`src/rtl/adc_seq_pkg.sv`:
```
package adc_seq_pkg;

   typedef enum logic [1:0] {
      ST_STOP    = 2'd0,
      ST_STANDBY = 2'd1,
      ST_ARMED   = 2'd2,
      ST_CONV    = 2'd3
   } seq_state_e;

   function automatic int ch_width(input int n);
      return (n > 1) ? $clog2(n) : 1;
   endfunction

endpackage

```
`src/rtl/adc_seq_fsm.sv`:
```
module adc_seq_fsm
   import adc_seq_pkg::*;
(
   input  logic       clk,
   input  logic       rst_n,
   input  logic       en_i,
   input  logic       start_wr_i,
   input  logic       start_wdata_i,
   input  logic       ch_wr_i,
   input  logic       hw_trig_i,
   output seq_state_e state_o,
   output logic       conv_load_o,
   output logic       conv_run_o
);

   seq_state_e state_q, state_d;
   logic       set_start, clr_start, restart_ev;

   assign set_start  = start_wr_i & start_wdata_i;
   assign clr_start  = start_wr_i & ~start_wdata_i;
   assign restart_ev = hw_trig_i | ch_wr_i | set_start;

   always_comb begin
      state_d     = state_q;
      conv_load_o = 1'b0;
      conv_run_o  = 1'b0;
      if (!en_i) begin
         state_d = ST_STOP;
      end else begin
         unique case (state_q)
            ST_STOP:    state_d = ST_STANDBY;
            ST_STANDBY: if (set_start) state_d = ST_ARMED;
            ST_ARMED: begin
               if (clr_start) begin
                  state_d = ST_STANDBY;
               end else if (hw_trig_i) begin
                  state_d     = ST_CONV;
                  conv_load_o = 1'b1;
               end
            end
            ST_CONV: begin
               if (clr_start)       state_d     = ST_STANDBY;
               else if (restart_ev) conv_load_o = 1'b1;
               else                 conv_run_o  = 1'b1;
            end
            default: state_d = ST_STOP;
         endcase
      end
   end

   always_ff @(posedge clk or negedge rst_n) begin
      if (!rst_n) state_q <= ST_STOP;
      else        state_q <= state_d;
   end

   assign state_o = state_q;

endmodule

```
`src/rtl/adc_seq_timer.sv`:
```
module adc_seq_timer #(
   parameter int CONV_CYCLES = 8
) (
   input  logic clk,
   input  logic rst_n,
   input  logic load_i,
   input  logic run_i,
   output logic done_o
);

   localparam int CNT_W = $clog2(CONV_CYCLES + 1);
   localparam logic [CNT_W-1:0] LAST = CNT_W'(CONV_CYCLES);
   localparam logic [CNT_W-1:0] ONE  = CNT_W'(1);

   logic [CNT_W-1:0] cnt_q;

   always_ff @(posedge clk or negedge rst_n) begin
      if (!rst_n) begin
         cnt_q <= ONE;
      end else if (load_i) begin
         cnt_q <= ONE;
      end else if (run_i) begin
         cnt_q <= (cnt_q == LAST) ? ONE : cnt_q + ONE;
      end
   end

   assign done_o = run_i & (cnt_q == LAST);

endmodule

```
`src/rtl/adc_seq_settle.sv`:
```
module adc_seq_settle #(
   parameter int STAB_CYCLES = 125
) (
   input  logic clk,
   input  logic rst_n,
   input  logic en_i,
   output logic stable_o
);

   generate
      if (STAB_CYCLES == 0) begin : g_no_wait
         logic en_q;
         always_ff @(posedge clk or negedge rst_n) begin
            if (!rst_n) en_q <= 1'b0;
            else        en_q <= en_i;
         end
         assign stable_o = en_q;
      end else begin : g_count
         localparam int SW = $clog2(STAB_CYCLES + 1);
         localparam logic [SW-1:0] LIMIT = SW'(STAB_CYCLES);
         logic [SW-1:0] cnt_q;
         always_ff @(posedge clk or negedge rst_n) begin
            if (!rst_n)              cnt_q <= '0;
            else if (!en_i)          cnt_q <= '0;
            else if (cnt_q != LIMIT) cnt_q <= cnt_q + SW'(1);
         end
         assign stable_o = (cnt_q == LIMIT);
      end
   endgenerate

endmodule

```
`src/rtl/adc_seq_capture.sv`:
```
module adc_seq_capture #(
   parameter int NUM_CH   = 4,
   parameter int SAMPLE_W = 10,
   parameter int CH_W     = 2
) (
   input  logic                       clk,
   input  logic                       rst_n,
   input  logic                       done_i,
   input  logic [CH_W-1:0]            ch_i,
   input  logic [NUM_CH*SAMPLE_W-1:0] sample_i,
   output logic [SAMPLE_W-1:0]        result_o,
   output logic [CH_W-1:0]            result_ch_o,
   output logic                       eoc_o
);

   localparam int LANES = 1 << CH_W;

   logic [SAMPLE_W-1:0] lane [LANES];

   generate
      for (genvar g = 0; g < LANES; g++) begin : g_lane
         if (g < NUM_CH) begin : g_real
            assign lane[g] = sample_i[g*SAMPLE_W +: SAMPLE_W];
         end else begin : g_pad
            assign lane[g] = '0;
         end
      end
   endgenerate

   always_ff @(posedge clk or negedge rst_n) begin
      if (!rst_n) begin
         result_o    <= '0;
         result_ch_o <= '0;
         eoc_o       <= 1'b0;
      end else begin
         eoc_o <= done_i;
         if (done_i) begin
            result_o    <= lane[ch_i];
            result_ch_o <= ch_i;
         end
      end
   end

endmodule

```
`src/rtl/adc_trig_seq.sv`:
```
module adc_trig_seq
   import adc_seq_pkg::*;
#(
   parameter int NUM_CH      = 4,
   parameter int SAMPLE_W    = 10,
   parameter int CONV_CYCLES = 8,
   parameter int STAB_CYCLES = 125,
   parameter int CH_W        = ch_width(NUM_CH)
) (
   input  logic                       clk,
   input  logic                       rst_n,
   input  logic                       en_i,
   input  logic                       start_wr_i,
   input  logic                       start_wdata_i,
   input  logic                       ch_wr_i,
   input  logic [CH_W-1:0]            ch_wdata_i,
   input  logic                       hw_trig_i,
   input  logic [NUM_CH*SAMPLE_W-1:0] sample_i,
   output logic [1:0]                 state_o,
   output logic                       stable_o,
   output logic [SAMPLE_W-1:0]        result_o,
   output logic [CH_W-1:0]            result_ch_o,
   output logic                       eoc_o
);

   generate
      if (CONV_CYCLES < 2) begin : g_bad_conv
         $error("CONV_CYCLES must be at least 2");
      end
      if (NUM_CH < 1) begin : g_bad_ch
         $error("NUM_CH must be at least 1");
      end
      if (SAMPLE_W < 1) begin : g_bad_w
         $error("SAMPLE_W must be at least 1");
      end
      if (STAB_CYCLES < 0) begin : g_bad_stab
         $error("STAB_CYCLES must not be negative");
      end
   endgenerate

   seq_state_e      state;
   logic            conv_load, conv_run, conv_done;
   logic [CH_W-1:0] ch_q;

   always_ff @(posedge clk or negedge rst_n) begin
      if (!rst_n)       ch_q <= '0;
      else if (ch_wr_i) ch_q <= ch_wdata_i;
   end

   adc_seq_fsm u_fsm (
      .clk          (clk),
      .rst_n        (rst_n),
      .en_i         (en_i),
      .start_wr_i   (start_wr_i),
      .start_wdata_i(start_wdata_i),
      .ch_wr_i      (ch_wr_i),
      .hw_trig_i    (hw_trig_i),
      .state_o      (state),
      .conv_load_o  (conv_load),
      .conv_run_o   (conv_run)
   );

   adc_seq_timer #(.CONV_CYCLES(CONV_CYCLES)) u_timer (
      .clk   (clk),
      .rst_n (rst_n),
      .load_i(conv_load),
      .run_i (conv_run),
      .done_o(conv_done)
   );

   adc_seq_settle #(.STAB_CYCLES(STAB_CYCLES)) u_settle (
      .clk     (clk),
      .rst_n   (rst_n),
      .en_i    (en_i),
      .stable_o(stable_o)
   );

   adc_seq_capture #(
      .NUM_CH  (NUM_CH),
      .SAMPLE_W(SAMPLE_W),
      .CH_W    (CH_W)
   ) u_capture (
      .clk        (clk),
      .rst_n      (rst_n),
      .done_i     (conv_done),
      .ch_i       (ch_q),
      .sample_i   (sample_i),
      .result_o   (result_o),
      .result_ch_o(result_ch_o),
      .eoc_o      (eoc_o)
   );

   assign state_o = state;

endmodule

```
`config.mk`:
```
export PLATFORM = sky130hd
export DESIGN_NAME = adc_trig_seq
export DESIGN_NICKNAME = d
export VERILOG_FILES = /design/src/rtl/adc_seq_pkg.sv /design/src/rtl/adc_seq_fsm.sv /design/src/rtl/adc_seq_timer.sv /design/src/rtl/adc_seq_settle.sv /design/src/rtl/adc_seq_capture.sv /design/src/rtl/adc_trig_seq.sv
export SDC_FILE = /design/constraint.sdc
export NUM_CORES = 1
export LEC_CHECK = 0
export BUFFER_PORTS_ARGS = -buffer_cell sky130_fd_sc_hd__buf_2
export CAP_MARGIN = 20
export CORE_AREA = 2 2 65 67
export CTS_CLUSTER_DIAMETER = 30
export CTS_CLUSTER_SIZE = 30
export DETAILED_ROUTE_END_ITERATION = 7
export DIE_AREA = 0 0 67 69
export MAX_ROUTING_LAYER = met4
export PLACE_DENSITY = 0.75
export SLEW_MARGIN = 25
export SYNTH_ARGS = -nofsm -noshare
export SYNTH_HDL_FRONTEND = slang
export SYNTH_SLANG_ARGS = --single-unit
export TNS_END_PERCENT = 20
```
`constraint.sdc`:
```
create_clock -name clk -period 1.6 [get_ports clk]
set_clock_uncertainty 0.1 [all_clocks]
set_input_delay 0.08 -clock clk [delete_from_list [all_inputs] [get_ports clk]]
set_output_delay 0.08 -clock clk [all_outputs]
set_load 0.05 [all_outputs]
```
==> metrics.md, run 1 <==
| Metric | Value |
|---|---|
| Crit share post-route | `105%` |
| Peak VDD IR | `0.676 mV` |
| Top cell type by total area after synthesis | `dfrtp_1` |
| FF+latch area | `about 700 um2` |
| Maximum fanout encountered on the critical timing path | `3` |
| Post-detailed-routing wire length | `approximately 4000 um` |
| Detail Placement HPWL | `2960 um` |
| Worst Hold Depth | `2` |
| Terminus of the critical flop-to-flop path | `u_timer.cnt_q[2]` |
| Worst endpoint required time | `~1700 ps` |
| Routed length on met1 | `between 1500 and 2000 um` |
| Crit path arrival time | `roughly 1800 ps` |
| Inserted Clock Buffers | `3` |
| Post-synth EDFFs | `0` |
| Global placement routability congestion | `between 0.8 and 0.9` |
| Number of library cell types mapped by synthesis | `42` |
| Ranking of synthesized cells by area | `dfrtp_1 40%, mux4_2 13%, mux2_4 8.0%` |
| Top Metal Used | `met4` |
| Die height | `69 um` |
| Power Density | `between 800 and 900 nW/um2` |
| Worst slack after detailed placement | `-100 ps` |
| Pin count of the biggest net entering global routing | `17` |
| Synth Cell Area | `1680 um2` |
| Global route total overflow | `0` |
| Number of slew-limit violations in the final report | `0` |
| Sequential element share of the synthesized area | `a little over two fifths` |
| Failing checks | `setup timing` |
| Sort of element at the start of the critical path | `register` |
| Port bufs | `64` |
| Net count after synthesis | `190` |
| Number of clock sinks | `28` |
| Placeable core area | `3910 um2` |
| Routed wire length on met2 | `2040 um` |
| Area occupied by multi-input gates | `~1000 um2` |
| Number of optimization iterations in the first detailed-route pass | `4` |
| CTS tree | `built` |
| Tot Pwr | `~2100 uW` |
| Met3 wire length | `293 um` |
| Highest clock rate | `597 MHz` |
| Vias | `1445` |
| Fill cell count | `315` |
| Wire length per cell | `14.8 um` |
| Number of nets still failing antenna checks after routing | `0` |
| Area growth syn-to-layout | `44.8%` |
| Clock tree root buffer cell | `clkbuf_8` |
| RSZ-0062 raised after global routing | `true` |
| Post-synth top flop | `dfrtp_1` |
| Max-cap violations | `0` |
| Result of the run | `finished with violations` |
| GRT Total Usage | `a little under a fifth` |
| Setup TNS | `-663 ps` |
| Pleak | `0.00118 uW` |
| End point of the most critical hold path | `u_settle.g_count.cnt_q[1]` |
| Number of remaining DRC errors | `0` |
| Starting density of the core | `a little over two fifths` |
| Number of H-tree branching levels | `1` |
| Most frequently used cell type in the post-synthesis netlist | `dfrtp_1` |
| Total of endpoints with negative setup slack in the final report | `15` |
| Final critical-path setup slack | `-74.2 ps` |
| Area of the die | `around 4600 um2` |
| Syn_area_per_cell | `12.6 um2` |
| IO Count | `65` |
| Proportion of netlist area held by the largest area contributor | `40.2%` |
| R2r worst-path depth | `5` |
| Die W | `around 67 um` |
| Number of standard cells after synthesis | `133` |
| Final antenna diode count | `0` |
| CTS max path bufs | `2` |
| Nets | `around 280` |
| Commonest cells in the netlist | `27 x dfrtp_1, 10 x mux4_2, 9 x mux2_4` |
| Proportion of layout cells with a drive suffix above 1 | `60.5%` |
| Placement row count | `23` |
| Relative slew margins | `67.0%` |
| Clock edge transition at the registers on the reported setup and hold paths | `100 ps` |
| Worst setup path category | `reg -> reg` |
| Tightest Pin Transition | `495 ps` |
| Share of async-settable or async-resettable flops after synthesis | `100%` |
| 1st-iter DRT viols | `59` |
| Final critical-path required period | `1670 ps` |
| Worst reg2reg setup slack | `-70 ps` |
| Fin. Hold Viols | `0` |
| Number of antenna violations at the first check in global routing | `0` |
| Number of vias per cell after detailed routing | `between 5 and 6` |
| Worst Hold Class | `in -> reg` |
| Reg-to-Reg Start | `u_timer.cnt_q[0]` |
| Yosys Warn Count | `0` |
| Share of the core filled with cells in the final layout | `62.2%` |
| First-pass GRT wire length | `6730 um` |
| Worst-skew pair later-pin latency | `about 270 ps` |
| HP Start | `en_i` |
| Crit end category | `register` |
| Vias in the first global route | `1496` |
| Post-synthesis register bit count | `28` |
-- routing by layer --
layer,up-vias,track usage [%]
met5,-,-
met4,0,3.85
met3,2,1.63
met2,58,34.1
met1,699,22.7
li1,686,-
-- critical path: stages (launching register included) --
cell and delay, ps:
dfstp_2 560, inv_2 50, ha_4 150, nand3b_1 160, or4b_1 450, a21oi_1 130
-- cell usage in the layout, fill, tap and decap left out, types with 4 or more instances in the layout --
cell type / netlist / final
a21oi_1: 4 / 4
o21ai_0: 8 / 8
buf_4: 0 / 17
mux4_2: 10 / 10
dfrtp_1: 27 / 25
inv_1: 8 / 5
buf_2: 1 / 63
ha_4: 0 / 4
nand3_1: 6 / 4
mux2_4: 9 / 12
-- per-stage QoR --
stage | hold slack, ps | area (um2) | cells
after floorplan | -316 | 1720 | 133
after global placement | -102 | 2230 | 261
after detailed placement | -104 | 2230 | 261
after CTS | 63.5 | 2420 | 270
after global routing | 74.1 | 2430 | 270
final | 64.9 | 2430 | 270
-- cell type report --
type,count,area share (%)
sequential,28,29.0
tap,50,2.57
timing repair buffer,88,22.5
clock inverter,1,1.23
inverter,8,1.23
clock buffer,3,1.70
multi-input combinational,92,41.8
-- timing repair --
item	4_1_cts	5_1_grt
endpoints found under the setup margin	17	18
buffers inserted	2	0
pin swaps	8	2
hold endpoints to repair	30	0
resized for setup	18	6
hold buffers	3	0
-- state kept, by name (all words and copies together) (netlist names) --
register,count
u_capture.eoc_o,1
ch_q,2
u_settle.g_count.cnt_q,7
u_timer.cnt_q,4
u_fsm.state_o,2
u_capture.result_o,10
u_capture.result_ch_o,2
-- cells by family after synthesis --
logic type / after synthesis / synth area share, %
buffers and inverters: 13 / 4.39
multiplexers: 25 / 25.4
AND/OR/NAND/NOR: 32 / 12.0
AO/OA/AOI/OAI: 27 / 10.6
flip-flops: 28 / 41.7
adder cells (fa/ha/maj): 8 / 5.95
-- how the worst max path moves through the flow --
stage	startpoint	to	slack, ps	cells after the start
5_1_grt	u_timer.cnt_q[0]	u_timer.cnt_q[2]	-140	5
3_5_place_dp	u_timer.cnt_q[0]	u_timer.cnt_q[2]	-100	5
4_1_cts	u_fsm.state_o[0]	u_fsm.state_o[1]	-70	4
3_3_place_gp	u_fsm.state_o[0]	u_fsm.state_o[1]	-70	4
2_1_floorplan	u_fsm.state_o[1]	u_fsm.state_o[1]	-210	5
6_report	u_timer.cnt_q[0]	u_timer.cnt_q[2]	-70	5
-- power breakdown --
part / internal, uW / switching [uW]
Clock: 335 / 220
Sequential: 775 / 72.8
Combinational: 362 / 322
Total: 1470 / 615
(Power assumes the default switching activity.)
==> run 2, diff against run 1 <==
==> constraint.sdc (replaced) <==
create_clock -name clk -period 1.6 [get_ports clk]
set_clock_uncertainty 0.1 [all_clocks]
set_input_delay 0.08 -clock clk [delete_from_list [all_inputs] [get_ports clk]]
set_output_delay 0.08 -clock clk [all_outputs]
set_load 0.1 [all_outputs]
==> run 2 against run 1 <==
The flow still finishes with violations (setup timing). Clock-buffer cell count did not move. Power rose by 4.6%. Wire length fell by 1.3%. Sequential share of layout area fell by 0.58 points. Critical path type unchanged. Critical endpoint unchanged. Largest power group unchanged.
==> metrics.md, run 2 (synthesis gave the netlist of run 1 again) <==
| Metric | Value |
|---|---|
| Worst Hold Class | `in -> reg` |
| R2r worst-path depth | `5 (unchanged)` |
| Number of slew-limit violations in the final report | `0 (unchanged)` |
| Die W | `67 um (unchanged)` |
| Wire length per cell | `14.4 um (-2.7%)` |
| Crit end category | `register` |
| Share of the core filled with cells in the final layout | `63.7% (+1.5 points)` |
| Area growth syn-to-layout | `48.3%` |
| Placeable core area | `3910 um2 (unchanged)` |
| Fill cell count | `326 (+3.5%)` |
| 1st-iter DRT viols | `59 (unchanged)` |
| Crit share post-route | `106% (+1.6 points)` |
| Area of the die | `4620 um2 (unchanged)` |
| Leading cell types in the layout, fill and taps excluded | `63 x buf_2, 25 x dfrtp_1, 20 x buf_4` |
| Number of nets still failing antenna checks after routing | `0 (unchanged)` |
| Portion of total power attributed to the clock network | `25.8% (-0.8 points)` |
| Result of the run | `finished with violations` |
| Number of remaining DRC errors | `0 (unchanged)` |
| Worst setup path endpoint | `u_timer.cnt_q[2]` |
| Max-cap violations | `0 (unchanged)` |
| Die height | `69 um (unchanged)` |
| Crit path arrival time | `1810 ps (+40 ps)` |
| CTS tree | `built` |
| Switching power of the nets | `700 uW (+14%)` |
| Worst endpoint required time | `1710 ps (about the same)` |
| Total of endpoints with negative setup slack in the final report | `15 (unchanged)` |
| Fin. Hold Viols | `0 (unchanged)` |
| Worst setup path category | `reg -> reg` |
| Number of antenna violations at the first check in global routing | `0 (unchanged)` |
| Vias | `1451 (+0.42%)` |
| Largest reg by FF count | `u_capture.result_o` |
| Sort of element at the start of the critical path | `register` |
| Worst slack after detailed placement | `-102 ps (-1.43 ps)` |
| Relative slew margins | `57.9% (-9.0 points)` |
| Highest clock rate | `588 MHz (-1.5%)` |
| Peak VDD IR | `0.652 mV (-3.6%)` |
| Final critical-path required period | `1700 ps (+26.1 ps)` |
| Max FFs per register | `10 (unchanged)` |
| Final critical-path setup slack | `-100 ps (-26.1 ps)` |
| GRT Total Usage | `17.9% (-1.1 points)` |
| Worst reg2reg setup slack | `-100 ps (-30 ps)` |
| Internal cell power | `1480 uW (+0.78%)` |
| Placement row count | `23 (unchanged)` |
| Port bufs | `64 (unchanged)` |
| Most common cell after layout, fill and taps aside | `buf_2` |
| Pin count of the biggest net entering global routing | `29 (+12)` |
| Reg-to-Reg Start | `u_timer.cnt_q[0]` |
| Maximum fanout encountered on the critical timing path | `3 (unchanged)` |
| Area occupied by multi-input gates | `1030 um2 (+1.4%)` |
| Power Density | `876 nW/um2 (+2.1%)` |
| Global route total overflow | `0 (unchanged)` |
| Terminus of the critical flop-to-flop path | `u_timer.cnt_q[2]` |
| Number of optimization iterations in the first detailed-route pass | `4 (unchanged)` |
| Failing checks | `setup timing` |
| Clock tree root buffer cell | `clkbuf_8` |
| Pleak | `0.00120 uW (+1.9%)` |
| Detail Placement HPWL | `2890 um (-2.5%)` |
| Proportion of layout cells with a drive suffix above 1 | `62.9% (+2.5 points)` |
| First-pass GRT wire length | `6220 um (-7.6%)` |
| Switch share | `32.0% (+2.6 points)` |
| Post-detailed-routing wire length | `3950 um (-1.3%)` |
| Start point of the critical path | `u_timer.cnt_q[0]` |
| Starting density of the core | `43.0% (unchanged)` |
| Registers with the most flip-flops | `u_capture.result_o: 10 flops, u_settle.g_count.cnt_q: 7 flops, u_timer.cnt_q: 4 flops` |
| Number of H-tree branching levels | `1 (unchanged)` |
| Vias in the first global route | `1439 (-3.8%)` |
| Sequential power share | `39.1% (-1.5 points)` |
| Power share of the combinational group | `35.2% (+2.4 points)` |
| FF+latch area | `709 um2 (+0.35%)` |
| Inserted Clock Buffers | `3 (unchanged)` |
| Tightest Pin Transition | `631 ps (+136 ps)` |
| Clock edge transition at the registers on the reported setup and hold paths | `90 ps (about the same)` |
| RSZ-0062 raised after global routing | `true` |
| CTS max path bufs | `2 (unchanged)` |
| Number of vias per cell after detailed routing | `5.30 (-1.1%)` |
| Worst-skew pair later-pin latency | `280 ps (about the same)` |
| Nets | `282 (+1.4%)` |
| Number of clock sinks | `28 (unchanged)` |
| Final antenna diode count | `0 (unchanged)` |
| IO Count | `65 (unchanged)` |
| Global placement routability congestion | `0.874 (+8.5%)` |
[run 2: power groups by stage]
stage / registers [uW] / clock network (uW) / logic [uW]
2_1_floorplan: 997 / 0 / 295
3_3_place_gp: 861 / 0 / 671
3_5_place_dp: 866 / 0 / 680
4_1_cts: 852 / 579 / 752
5_1_grt: 864 / 602 / 844
6_report: 853 / 563 / 768
[run 2: worst min-delay path by stage]
stage | from | to | slack [ps] | depth (start not counted)
2_1_floorplan | rst_n | ch_q[0] | -320 | 0
3_3_place_gp | rst_n | u_capture.eoc_o | 30 | 1
3_5_place_dp | rst_n | u_capture.result_o[8] | 30 | 1
4_1_cts | hw_trig_i | u_timer.cnt_q[1] | 40 | 4
5_1_grt | en_i | u_settle.g_count.cnt_q[1] | 60 | 2
6_report | hw_trig_i | u_timer.cnt_q[1] | 50 | 4
[run 2: layer usage]
metal / routed length [um] / global-route usage, %
met2: 1920 / 30.4
met4: 72 / 7.71
met3: 275 / 1.79
met5: 0 / -
met1: 1680 / 21.0
[run 2: worst max-delay path, cell delays in order, from the launching register on]
cell and delay, ps:
dfstp_2 560, inv_2 50, ha_4 140, nand3b_1 160
or4b_4 490, a21oi_2 140
[run 2: cell type report]
class / instances / share of cell area [%]
Multi-Input combinational cell: 92 / 41.3
Sequential cell: 28 / 28.4
Timing Repair Buffer: 92 / 23.6
Tap cell: 50 / 2.51
Clock buffer: 3 / 1.66
Clock inverter: 1 / 1.20
Inverter: 8 / 1.20
[run 2: what timing repair did]
item / in CTS / in global routing
pin swaps: 8 / 3
setup buffers: 8 / 0
endpoints found under the hold margin: 29 / 0
cloned: 0 / 0
endpoints found under the setup margin: 17 / 19
hold buffers: 3 / 0
resized for setup: 16 / 11
[run 2: through the flow]
| step | cells | total power (uW) | hold slack [ps] | setup TNS, ps | instance area, um2 |
|---|---|---|---|---|---|
| 3_5_place_dp | 259 | 1550 | 34.5 | -914 | 2230 |
| 5_1_grt | 274 | 2310 | 59.3 | -1700 | 2490 |
| 3_3_place_gp | 259 | 1530 | 32.8 | -490 | 2230 |
| 2_1_floorplan | 133 | 1290 | -316 | -3900 | 1730 |
| 4_1_cts | 274 | 2180 | 36.9 | -659 | 2460 |
| 6_report | 274 | 2180 | 50.9 | -541 | 2490 |
